$ cat config.mk
export PLATFORM = sky130hd
export DESIGN_NAME = tpw_encoder
export DESIGN_NICKNAME = d
export VERILOG_FILES = /design/src/rtl/tpw_pkg.sv /design/src/rtl/tpw_slot_timer.sv /design/src/rtl/tpw_gap_timer.sv /design/src/rtl/tpw_pulse_gen.sv /design/src/rtl/tpw_encoder.sv
export SDC_FILE = /design/constraint.sdc
export NUM_CORES = 1
export LEC_CHECK = 0
export BUFFER_PORTS_ARGS = -buffer_cell sky130_fd_sc_hd__buf_2
export CAP_MARGIN = 10
export CORE_MARGIN = 2
export CORE_UTILIZATION = 56
export CTS_CLUSTER_SIZE = 14
export DETAILED_ROUTE_END_ITERATION = 7
export PLACE_DENSITY = 0.85
export SLEW_MARGIN = 25
export SYNTH_ARGS = -nofsm -noshare
export SYNTH_HDL_FRONTEND = slang
export SYNTH_SLANG_ARGS = --single-unit
$ cat constraint.sdc
create_clock -name clk -period 2.6 [get_ports clk]
set_input_delay 0.52 -clock clk [delete_from_list [all_inputs] [get_ports clk]]
set_output_delay 0.52 -clock clk [all_outputs]
set_load 0.05 [all_outputs]
$ cat src/rtl/tpw_pkg.sv
package tpw_pkg;
  typedef enum logic [1:0] {
    SEQ_IDLE = 2'd0,
    SEQ_WORD = 2'd1,
    SEQ_GAP  = 2'd2
  } seq_state_e;

  localparam logic [1:0] CODE_LOW  = 2'b00;
  localparam logic [1:0] CODE_HIGH = 2'b01;
endpackage

$ cat src/rtl/tpw_slot_timer.sv
module tpw_slot_timer #(
  parameter int NUM_DIGITS = 9,
  parameter int SLOT_CLKS  = 4
) (
  input  logic                          clk,
  input  logic                          rst,
  input  logic                          run,
  output logic [$clog2(SLOT_CLKS)-1:0]  ph,
  output logic                          half,
  output logic [$clog2(NUM_DIGITS)-1:0] dig,
  output logic                          word_last
);
  localparam int PH_W  = $clog2(SLOT_CLKS);
  localparam int DIG_W = $clog2(NUM_DIGITS);
  localparam logic [PH_W-1:0]  PH_MAX  = PH_W'(SLOT_CLKS - 1);
  localparam logic [DIG_W-1:0] DIG_MAX = DIG_W'(NUM_DIGITS - 1);

  logic slot_end;
  assign slot_end  = (ph == PH_MAX);
  assign word_last = run && slot_end && half && (dig == DIG_MAX);

  always_ff @(posedge clk) begin
    if (rst) begin
      ph   <= '0;
      half <= 1'b0;
      dig  <= '0;
    end else if (run) begin
      ph <= slot_end ? '0 : ph + 1'b1;
      if (slot_end) begin
        half <= ~half;
        if (half) dig <= (dig == DIG_MAX) ? '0 : dig + 1'b1;
      end
    end
  end

  AST_TIMER_HOLDS_IDLE: assert property (@(posedge clk) disable iff (rst)
    !run |=> $stable({ph, half, dig})) else $error("slot timer moved while stopped");
endmodule

$ cat src/rtl/tpw_gap_timer.sv
module tpw_gap_timer #(
  parameter int GAP_CLKS = 24
) (
  input  logic clk,
  input  logic rst,
  input  logic run,
  output logic gap_last
);
  localparam int GAP_W = $clog2(GAP_CLKS);
  localparam logic [GAP_W-1:0] GAP_MAX = GAP_W'(GAP_CLKS - 1);

  logic [GAP_W-1:0] gap_q;
  assign gap_last = run && (gap_q == GAP_MAX);

  always_ff @(posedge clk) begin
    if (rst)      gap_q <= '0;
    else if (run) gap_q <= (gap_q == GAP_MAX) ? '0 : gap_q + 1'b1;
  end

  AST_GAP_HOLDS_IDLE: assert property (@(posedge clk) disable iff (rst)
    !run |=> $stable(gap_q)) else $error("gap timer moved while stopped");
endmodule

$ cat src/rtl/tpw_pulse_gen.sv
module tpw_pulse_gen
  import tpw_pkg::*;
#(
  parameter int NUM_DIGITS = 9,
  parameter int SLOT_CLKS  = 4,
  parameter int SHORT_HI   = 1,
  parameter int LONG_HI    = 3
) (
  input  logic                          clk,
  input  logic                          rst,
  input  logic                          active,
  input  logic [2*NUM_DIGITS-1:0]       codes,
  input  logic [$clog2(SLOT_CLKS)-1:0]  ph,
  input  logic                          half,
  input  logic [$clog2(NUM_DIGITS)-1:0] dig,
  output logic                          ser_out
);
  localparam int PH_W = $clog2(SLOT_CLKS);
  localparam logic [PH_W:0] SHORT_LEN = (PH_W+1)'(SHORT_HI);
  localparam logic [PH_W:0] LONG_LEN  = (PH_W+1)'(LONG_HI);

  logic [1:0]    cur_code;
  logic          is_long;
  logic [PH_W:0] hi_len;

  always_comb begin
    cur_code = codes[2*int'(dig) +: 2];
    // first slot is long unless the digit is low; second slot only for high
    is_long  = half ? (cur_code == CODE_HIGH) : (cur_code != CODE_LOW);
    hi_len   = is_long ? LONG_LEN : SHORT_LEN;
  end

  always_ff @(posedge clk) begin
    if (rst) ser_out <= 1'b0;
    else     ser_out <= active && ({1'b0, ph} < hi_len);
  end

  AST_PULSE_LEADS_HIGH: assert property (@(posedge clk) disable iff (rst)
    (active && ph == '0) |=> ser_out) else $error("slot did not start high");
  AST_PULSE_TRAILS_LOW: assert property (@(posedge clk) disable iff (rst)
    (active && ph == PH_W'(SLOT_CLKS - 1)) |=> !ser_out) else $error("slot did not end low");
  AST_QUIET_OFF_WORD: assert property (@(posedge clk) disable iff (rst)
    !active |=> !ser_out) else $error("output high outside a word");
endmodule

$ cat src/rtl/tpw_encoder.sv
module tpw_encoder
  import tpw_pkg::*;
#(
  parameter int NUM_DIGITS  = 9,
  parameter int SLOT_CLKS   = 4,
  parameter int SHORT_HI    = 1,
  parameter int LONG_HI     = 3,
  parameter int GAP_PERIODS = 3
) (
  input  logic                    clk,
  input  logic                    rst,
  input  logic                    tx_en_n,
  input  logic [2*NUM_DIGITS-1:0] digit_codes,
  output logic                    ser_out
);
  localparam int PH_W     = $clog2(SLOT_CLKS);
  localparam int DIG_W    = $clog2(NUM_DIGITS);
  localparam int GAP_CLKS = GAP_PERIODS * 2 * SLOT_CLKS;

  seq_state_e              state_q;
  logic                    second_q;
  logic [2*NUM_DIGITS-1:0] shadow_q;
  logic [PH_W-1:0]         ph;
  logic                    half;
  logic [DIG_W-1:0]        dig;
  logic                    word_last;
  logic                    gap_last;
  logic                    in_word;
  logic                    in_gap;

  assign in_word = (state_q == SEQ_WORD);
  assign in_gap  = (state_q == SEQ_GAP);

  always_ff @(posedge clk) begin
    if (rst) begin
      state_q  <= SEQ_IDLE;
      second_q <= 1'b0;
      shadow_q <= '0;
    end else begin
      case (state_q)
        SEQ_IDLE: if (!tx_en_n) begin
          state_q  <= SEQ_WORD;
          second_q <= 1'b0;
          shadow_q <= digit_codes;
        end
        SEQ_WORD: if (word_last) state_q <= SEQ_GAP;
        SEQ_GAP: if (gap_last) begin
          if (!second_q) begin
            state_q  <= SEQ_WORD;
            second_q <= 1'b1;
            shadow_q <= digit_codes;
          end else if (!tx_en_n) begin
            state_q  <= SEQ_WORD;
            second_q <= 1'b0;
            shadow_q <= digit_codes;
          end else begin
            state_q  <= SEQ_IDLE;
          end
        end
        default: state_q <= SEQ_IDLE;
      endcase
    end
  end

  tpw_slot_timer #(.NUM_DIGITS(NUM_DIGITS), .SLOT_CLKS(SLOT_CLKS)) u_slot (
    .clk(clk), .rst(rst), .run(in_word),
    .ph(ph), .half(half), .dig(dig), .word_last(word_last)
  );

  tpw_gap_timer #(.GAP_CLKS(GAP_CLKS)) u_gap (
    .clk(clk), .rst(rst), .run(in_gap), .gap_last(gap_last)
  );

  tpw_pulse_gen #(
    .NUM_DIGITS(NUM_DIGITS), .SLOT_CLKS(SLOT_CLKS),
    .SHORT_HI(SHORT_HI), .LONG_HI(LONG_HI)
  ) u_pulse (
    .clk(clk), .rst(rst), .active(in_word), .codes(shadow_q),
    .ph(ph), .half(half), .dig(dig), .ser_out(ser_out)
  );

  AST_START_FROM_IDLE: assert property (@(posedge clk) disable iff (rst)
    (state_q == SEQ_IDLE && !tx_en_n) |=> in_word) else $error("enable ignored");
  AST_SHADOW_HELD: assert property (@(posedge clk) disable iff (rst)
    in_word |=> $stable(shadow_q)) else $error("codes changed inside a word");
  AST_WORD_NOT_CUT: assert property (@(posedge clk) disable iff (rst)
    in_word |=> state_q != SEQ_IDLE) else $error("sequence cut short");
  AST_RESET_IDLE: assert property (@(posedge clk)
    rst |=> (state_q == SEQ_IDLE && !ser_out)) else $error("reset not idle");
endmodule

# Yosys cells after proc, flatten, opt, wreduce, memory -nomap -nowiden
# Index checks and enable logic that the tools add are counted.
[totals]
mem_count = 0
ramBits = 0
input_bits = 21
elab_cells = 56
rom_bits = 0
latchBits = 0
register_bits = 34
output_inout_bits = 1
[op_classes]
reduce_logical = 13
n_lt_le_gt_ge = 1
muxes = 20
n_eq_ne = 9
n_mul = 0
div = 0
n_addsub = 3
shifts = 1
bitwise = 1
[op_table]
columns = ["cell", "count"]
rows = [
  ["two-way mux 18 bit", 3],
  ["case mux 18 bit (2 select lines)", 1],
  ["indexed part select 18 x 6 -> 2 bit", 1],
  ["two-way mux 2 bit", 5],
  ["AND reduction 3 bit", 3],
  ["two-way mux 1 bit", 7],
  ["inequality test 2 bit (second input constant)", 3],
  ["case mux 2 bit (3 select lines)", 1],
  ["adder 5 x 1 -> 5 bit (second input constant)", 1],
  ["== test 5 bit (second input constant)", 1],
  ["logical AND 1 bit", 5],
  ["two-way mux 5 bit", 1],
  ["adder 4 x 1 -> 4 bit (second input constant)", 1],
  ["== test 2 x 1 -> 1 bit (second input constant)", 2],
  ["== test 2 bit (second input constant)", 2],
  ["== test 4 bit (second input constant)", 1],
  ["two-way mux 4 bit", 1],
  ["AND reduction 2 bit", 2],
  ["nonzero test 2 bit", 2],
  ["< comparator 2 x 3 -> 1 bit", 1],
  ["adder 2 x 1 -> 2 bit (second input constant)", 1],
  ["zero test 2 bit", 1],
  ["case mux 1 bit (2 select lines)", 1],
  ["inverter 1 bit", 1],
]

# Logic depth before layout (Yosys ltp)
[logic_depth]
word_depth = 6
ltp_mapped = 7
ltp_nobuf = 6

# Hierarchy
# From an unflattened synthesis, not the netlist that was laid out.
[unflattened]
cells_unflattened = 177
area_unflattened_um2 = 1751.7
[by_module_without_submodules]
columns = ["mod", "instances", "cells_each", "area_per_inst_um2"]
rows = [
  ["tpw_encoder", 1, 95, 969.7],
  ["tpw_slot_timer", 1, 40, 351.6],
  ["tpw_pulse_gen", 1, 21, 219.0],
  ["tpw_gap_timer", 1, 21, 211.5],
]

# Worst setup path before layout
# No wires, ideal clock.
[synth_path]
path_type = "reg2reg"
startpoint = "register u_slot.dig[1]"
endpoint = "register u_pulse.ser_out"
setup_time_ps = 115
synth_period_minus_slack_ps = 2053
stages_incl_launch_ff = 8
setup_slack_ps = 547
n_path_buf = 1
arrival_time_ps = 1938
cell_sequence = "dfxtp_1 buf_6 mux4_2 nand2b_1 and3_1 o22ai_1 ha_1 a2111oi_0"
[synth_between]
elab_chain_cells = 6
[synth_lines]
columns = ["item", "line", "text"]
rows = [
  ["start: declaration", "tpw_slot_timer.sv:10", "output logic [$clog2(NUM_DIGITS)-1:0] dig,"],
  ["start signal: assignment", "tpw_slot_timer.sv:31", "if (half) dig <= (dig == DIG_MAX) ? '0 : dig + 1'b1;"],
  ["indexed part select 18 x 6 -> 2 bit (*)", "tpw_pulse_gen.sv:27", "cur_code = codes[2*int'(dig) +: 2];"],
  ["== test 2 x 1 -> 1 bit / nonzero test 2 bit (equally long branches)", "tpw_pulse_gen.sv:29", "is_long = half ? (cur_code == CODE_HIGH) : (cur_code != CODE_LOW);"],
  ["two-way mux 1 bit (*)", "tpw_pulse_gen.sv:29", ""],
  ["two-way mux 2 bit (*)", "tpw_pulse_gen.sv:30", "hi_len = is_long ? LONG_LEN : SHORT_LEN;"],
  ["< comparator 2 x 3 -> 1 bit (*)", "tpw_pulse_gen.sv:35", "else ser_out <= active && ({1'b0, ph} < hi_len);"],
  ["logical AND 1 bit (*)", "tpw_pulse_gen.sv:35", ""],
  ["end signal: assignment", "tpw_pulse_gen.sv:35", ""],
  ["end: declaration", "tpw_pulse_gen.sv:16", "output logic ser_out"],
]
# Every way passes the cells marked *; elsewhere a longest branch is shown, timed or not.
# A chain may end at the register's enable or synchronous reset.

# Worst setup path in the final report
# Ends and elaborated chain as after synthesis.

==> metrics.txt <==
number of synthesized flops with an enable pin 0; DP Area 0.00170 mm2; nets@finish 211; Post-CTS Setup Bufs 0; Max-Cap Viols 0; critical path startpoint category register; Power Dens Cells 532 mW/mm2; clock sinks 34; cell taking the most area after synthesis dfxtp_1; Routed Antenna Nets 0; ys async rst share 0%; critical path class register to register; vias in the first global route 1245; Sw Ratio 25.0%; Post-Syn Nets 191; Initial Utilization 58.9%; H-tree levels 2; CTS tree built; Syn Inst Count 165; Combinational Power Share 10.5%; crit end category register; cell with the most instances after synthesis dfxtp_1; Worst Skew 0.0153 ns; DRT iter0 DRCs 25; Top-Level Pins 22; Tot GR Track Use 20.3%; area of the multi-input gates 855 um2; Die Width 57.6 um; wire per inst 13.5 um; Worst EP required 2.82 ns; Yosys cell types 38; Post-synth top cells 34 x dfxtp_1, 24 x nor2_1, 22 x mux2i_1; Sequential cell area 681 um2; sw power 232 uW; clock tree root driver cell clkbuf_4; row count 19; Vias/cell 5.69; layout cell share with drive strength beyond 1 18.4%; Final period util 91.3%; Placed Instances 209; antenna cells 0; Fin. Hold Viols 0; warnings from Yosys 0; syn_area_per_cell 9.76 um2; outcome finished, final reports clean; Die Area 0.00332 mm2; peak supply drop 0.413 mV; Clock Path Buffers 2; core area 0.00273 mm2; non-filler cells, final 216; DRC errors left 0; global-route wire length before repair 5.22 mm; Setup-failing EPs final 0; DRT Pass-1 Iters 4; Top FF cell, synth dfxtp_1; Port Buf Inserts 21; clk_lat worst skew 0.34 ns; CTS Hold Bufs 0; fin area 0.00174 mm2; Hold Crit Start digit_codes[1]; internal power 695 uW; TritonCTS Buffers 5; origin of the critical flop-to-flop path u_slot.dig[1]; Achievable Freq 0.421 GHz; clock power share 28.9%; Vias 1229; area grow syn2layout 8.24%; register bit total from synthesis 34; total grt overflow 0; Slew HR 61.1%; synth top area cells dfxtp_1 42%, mux2i_1 14%, nor2_1 5.6%; largest net degree at the start of global routing 35; static leakage 0.746 nW; GPL Wtd Cong 0.750; max-slew violation count 0; chip height 57.6 um; Worst EP arrival 2.59 ns; Post-DP HPWL 2.07 mm; hold crit path type input port to register; Tot Pwr 927 uW; Reg power frac 60.6%; CP max FO 9; Yosys top cell area share 42.3%; initial antenna violation count 0; number of fill cells 216; Worst-Margin Slew 0.584 ns; Synth Cell Area 0.00161 mm2; Seq/Total Area, Yosys 42.3%; Period minus WS final 2.37 ns; cts repair resizes 0; DRT Wirelength 2.92 mm; setup_tns 0 ns; clock slew at reported path FFs 0.10 ns; RSZ-0062 raised after global routing no; Worst Setup SP u_slot.dig[1]; fin util 63.8%
-- per-layer routing --
metal / part of all wire (%) / global-route usage, % / up-vias
li1: - / - / 617
met1: 44 / 23.4 / 577
met2: 50 / 35.2 / 30
met3: 4.4 / 4.69 / 5
met4: 2.0 / 10.3 / 0
met5: 0 / 0 / -
-- cell usage in the layout (no fill, tap or decap) --
master and n:
and2_2 1, inv_1 3, nand4b_4 1, o22ai_1 1, a21oi_1 10, a211o_1 1
dfxtp_1 34, nand4b_1 1, buf_4 1, nand2_1 12, a32oi_1 1, or2b_1 1
ha_1 5, nor2b_1 2, nor2_1 24, clkbuf_4 5, and3_1 2, nor4b_1 1
a221oi_4 1, mux2i_1 22, xor2_1 2, a31oi_1 1, clkbuf_1 2, nand3_1 4
and2b_1 2, buf_2 21, xnor2_1 2, and4b_1 1, and2_1 1, a2111oi_0 1
o21ai_0 6, nand4_1 1, nor3_1 5, or2_2 1, mux4_2 3, nand2b_1 3
-- registers in the layout, indices dropped and copies added (netlist names) --
signal	flops
shadow_q	18
u_gap.gap_q	5
u_slot.dig	4
state_q	2
u_slot.ph	2
second_q	1
u_pulse.ser_out	1
u_slot.half	1
-- path summary, 6_finish.rpt --
check	slack, ns	end	depth (start not counted)
worst max register to register	0.23	u_pulse.ser_out	6
worst min register to register	0.49	u_gap.gap_q[3]	2
worst min-delay path	0.41	shadow_q[1]	3
worst max-delay path	0.23	u_pulse.ser_out	6
-- final cells by class --
| type | count | share of cell area, % |
|---|---|---|
| Multi-Input combinational cell | 119 | 49.0 |
| Sequential cell | 34 | 39.1 |
| Timing Repair Buffer | 22 | 6.46 |
| Clock buffer | 7 | 2.58 |
| Tap cell | 31 | 2.23 |
| Inverter | 3 | 0.646 |
-- worst max-delay path: stages, from the launching register on --
cell,delay (ns)
dfxtp_1,0.55
mux4_2,0.55
nand2b_1,0.18
a32oi_1,0.20
o22ai_1,0.11
ha_1,0.28
a2111oi_0,0.40
-- cell families after synthesis --
family / synth area share, %
muxes: 17.9
adders and majority gates: 3.89
xor gates and xnor gates: 2.18
and+or+nand+nor: 20.1
DFF: 42.3
AOI/OAI and AO/OA: 8.31
buffers and inverters: 5.36
-- power by group through the flow --
stage                     logic [mW]  clock network [mW]  registers (mW)
after floorplan               0.0750                   0           0.570
after global placement        0.0927                   0           0.572
after detailed placement      0.0983                   0           0.573
after CTS                     0.0984               0.276           0.561
after global routing           0.109               0.297           0.564
final                         0.0974               0.268           0.561
-- through the flow --
stage / hold slack, ns / setup WS [ns]
6_report: 0.410 / 0.227
5_1_grt: 0.420 / 0.0264
3_5_place_dp: 0.478 / 0.256
2_1_floorplan: 0.449 / 0.547
4_1_cts: 0.405 / 0.240
3_3_place_gp: 0.460 / 0.369
No activity file was read; power rests on OpenSTA's default activity.
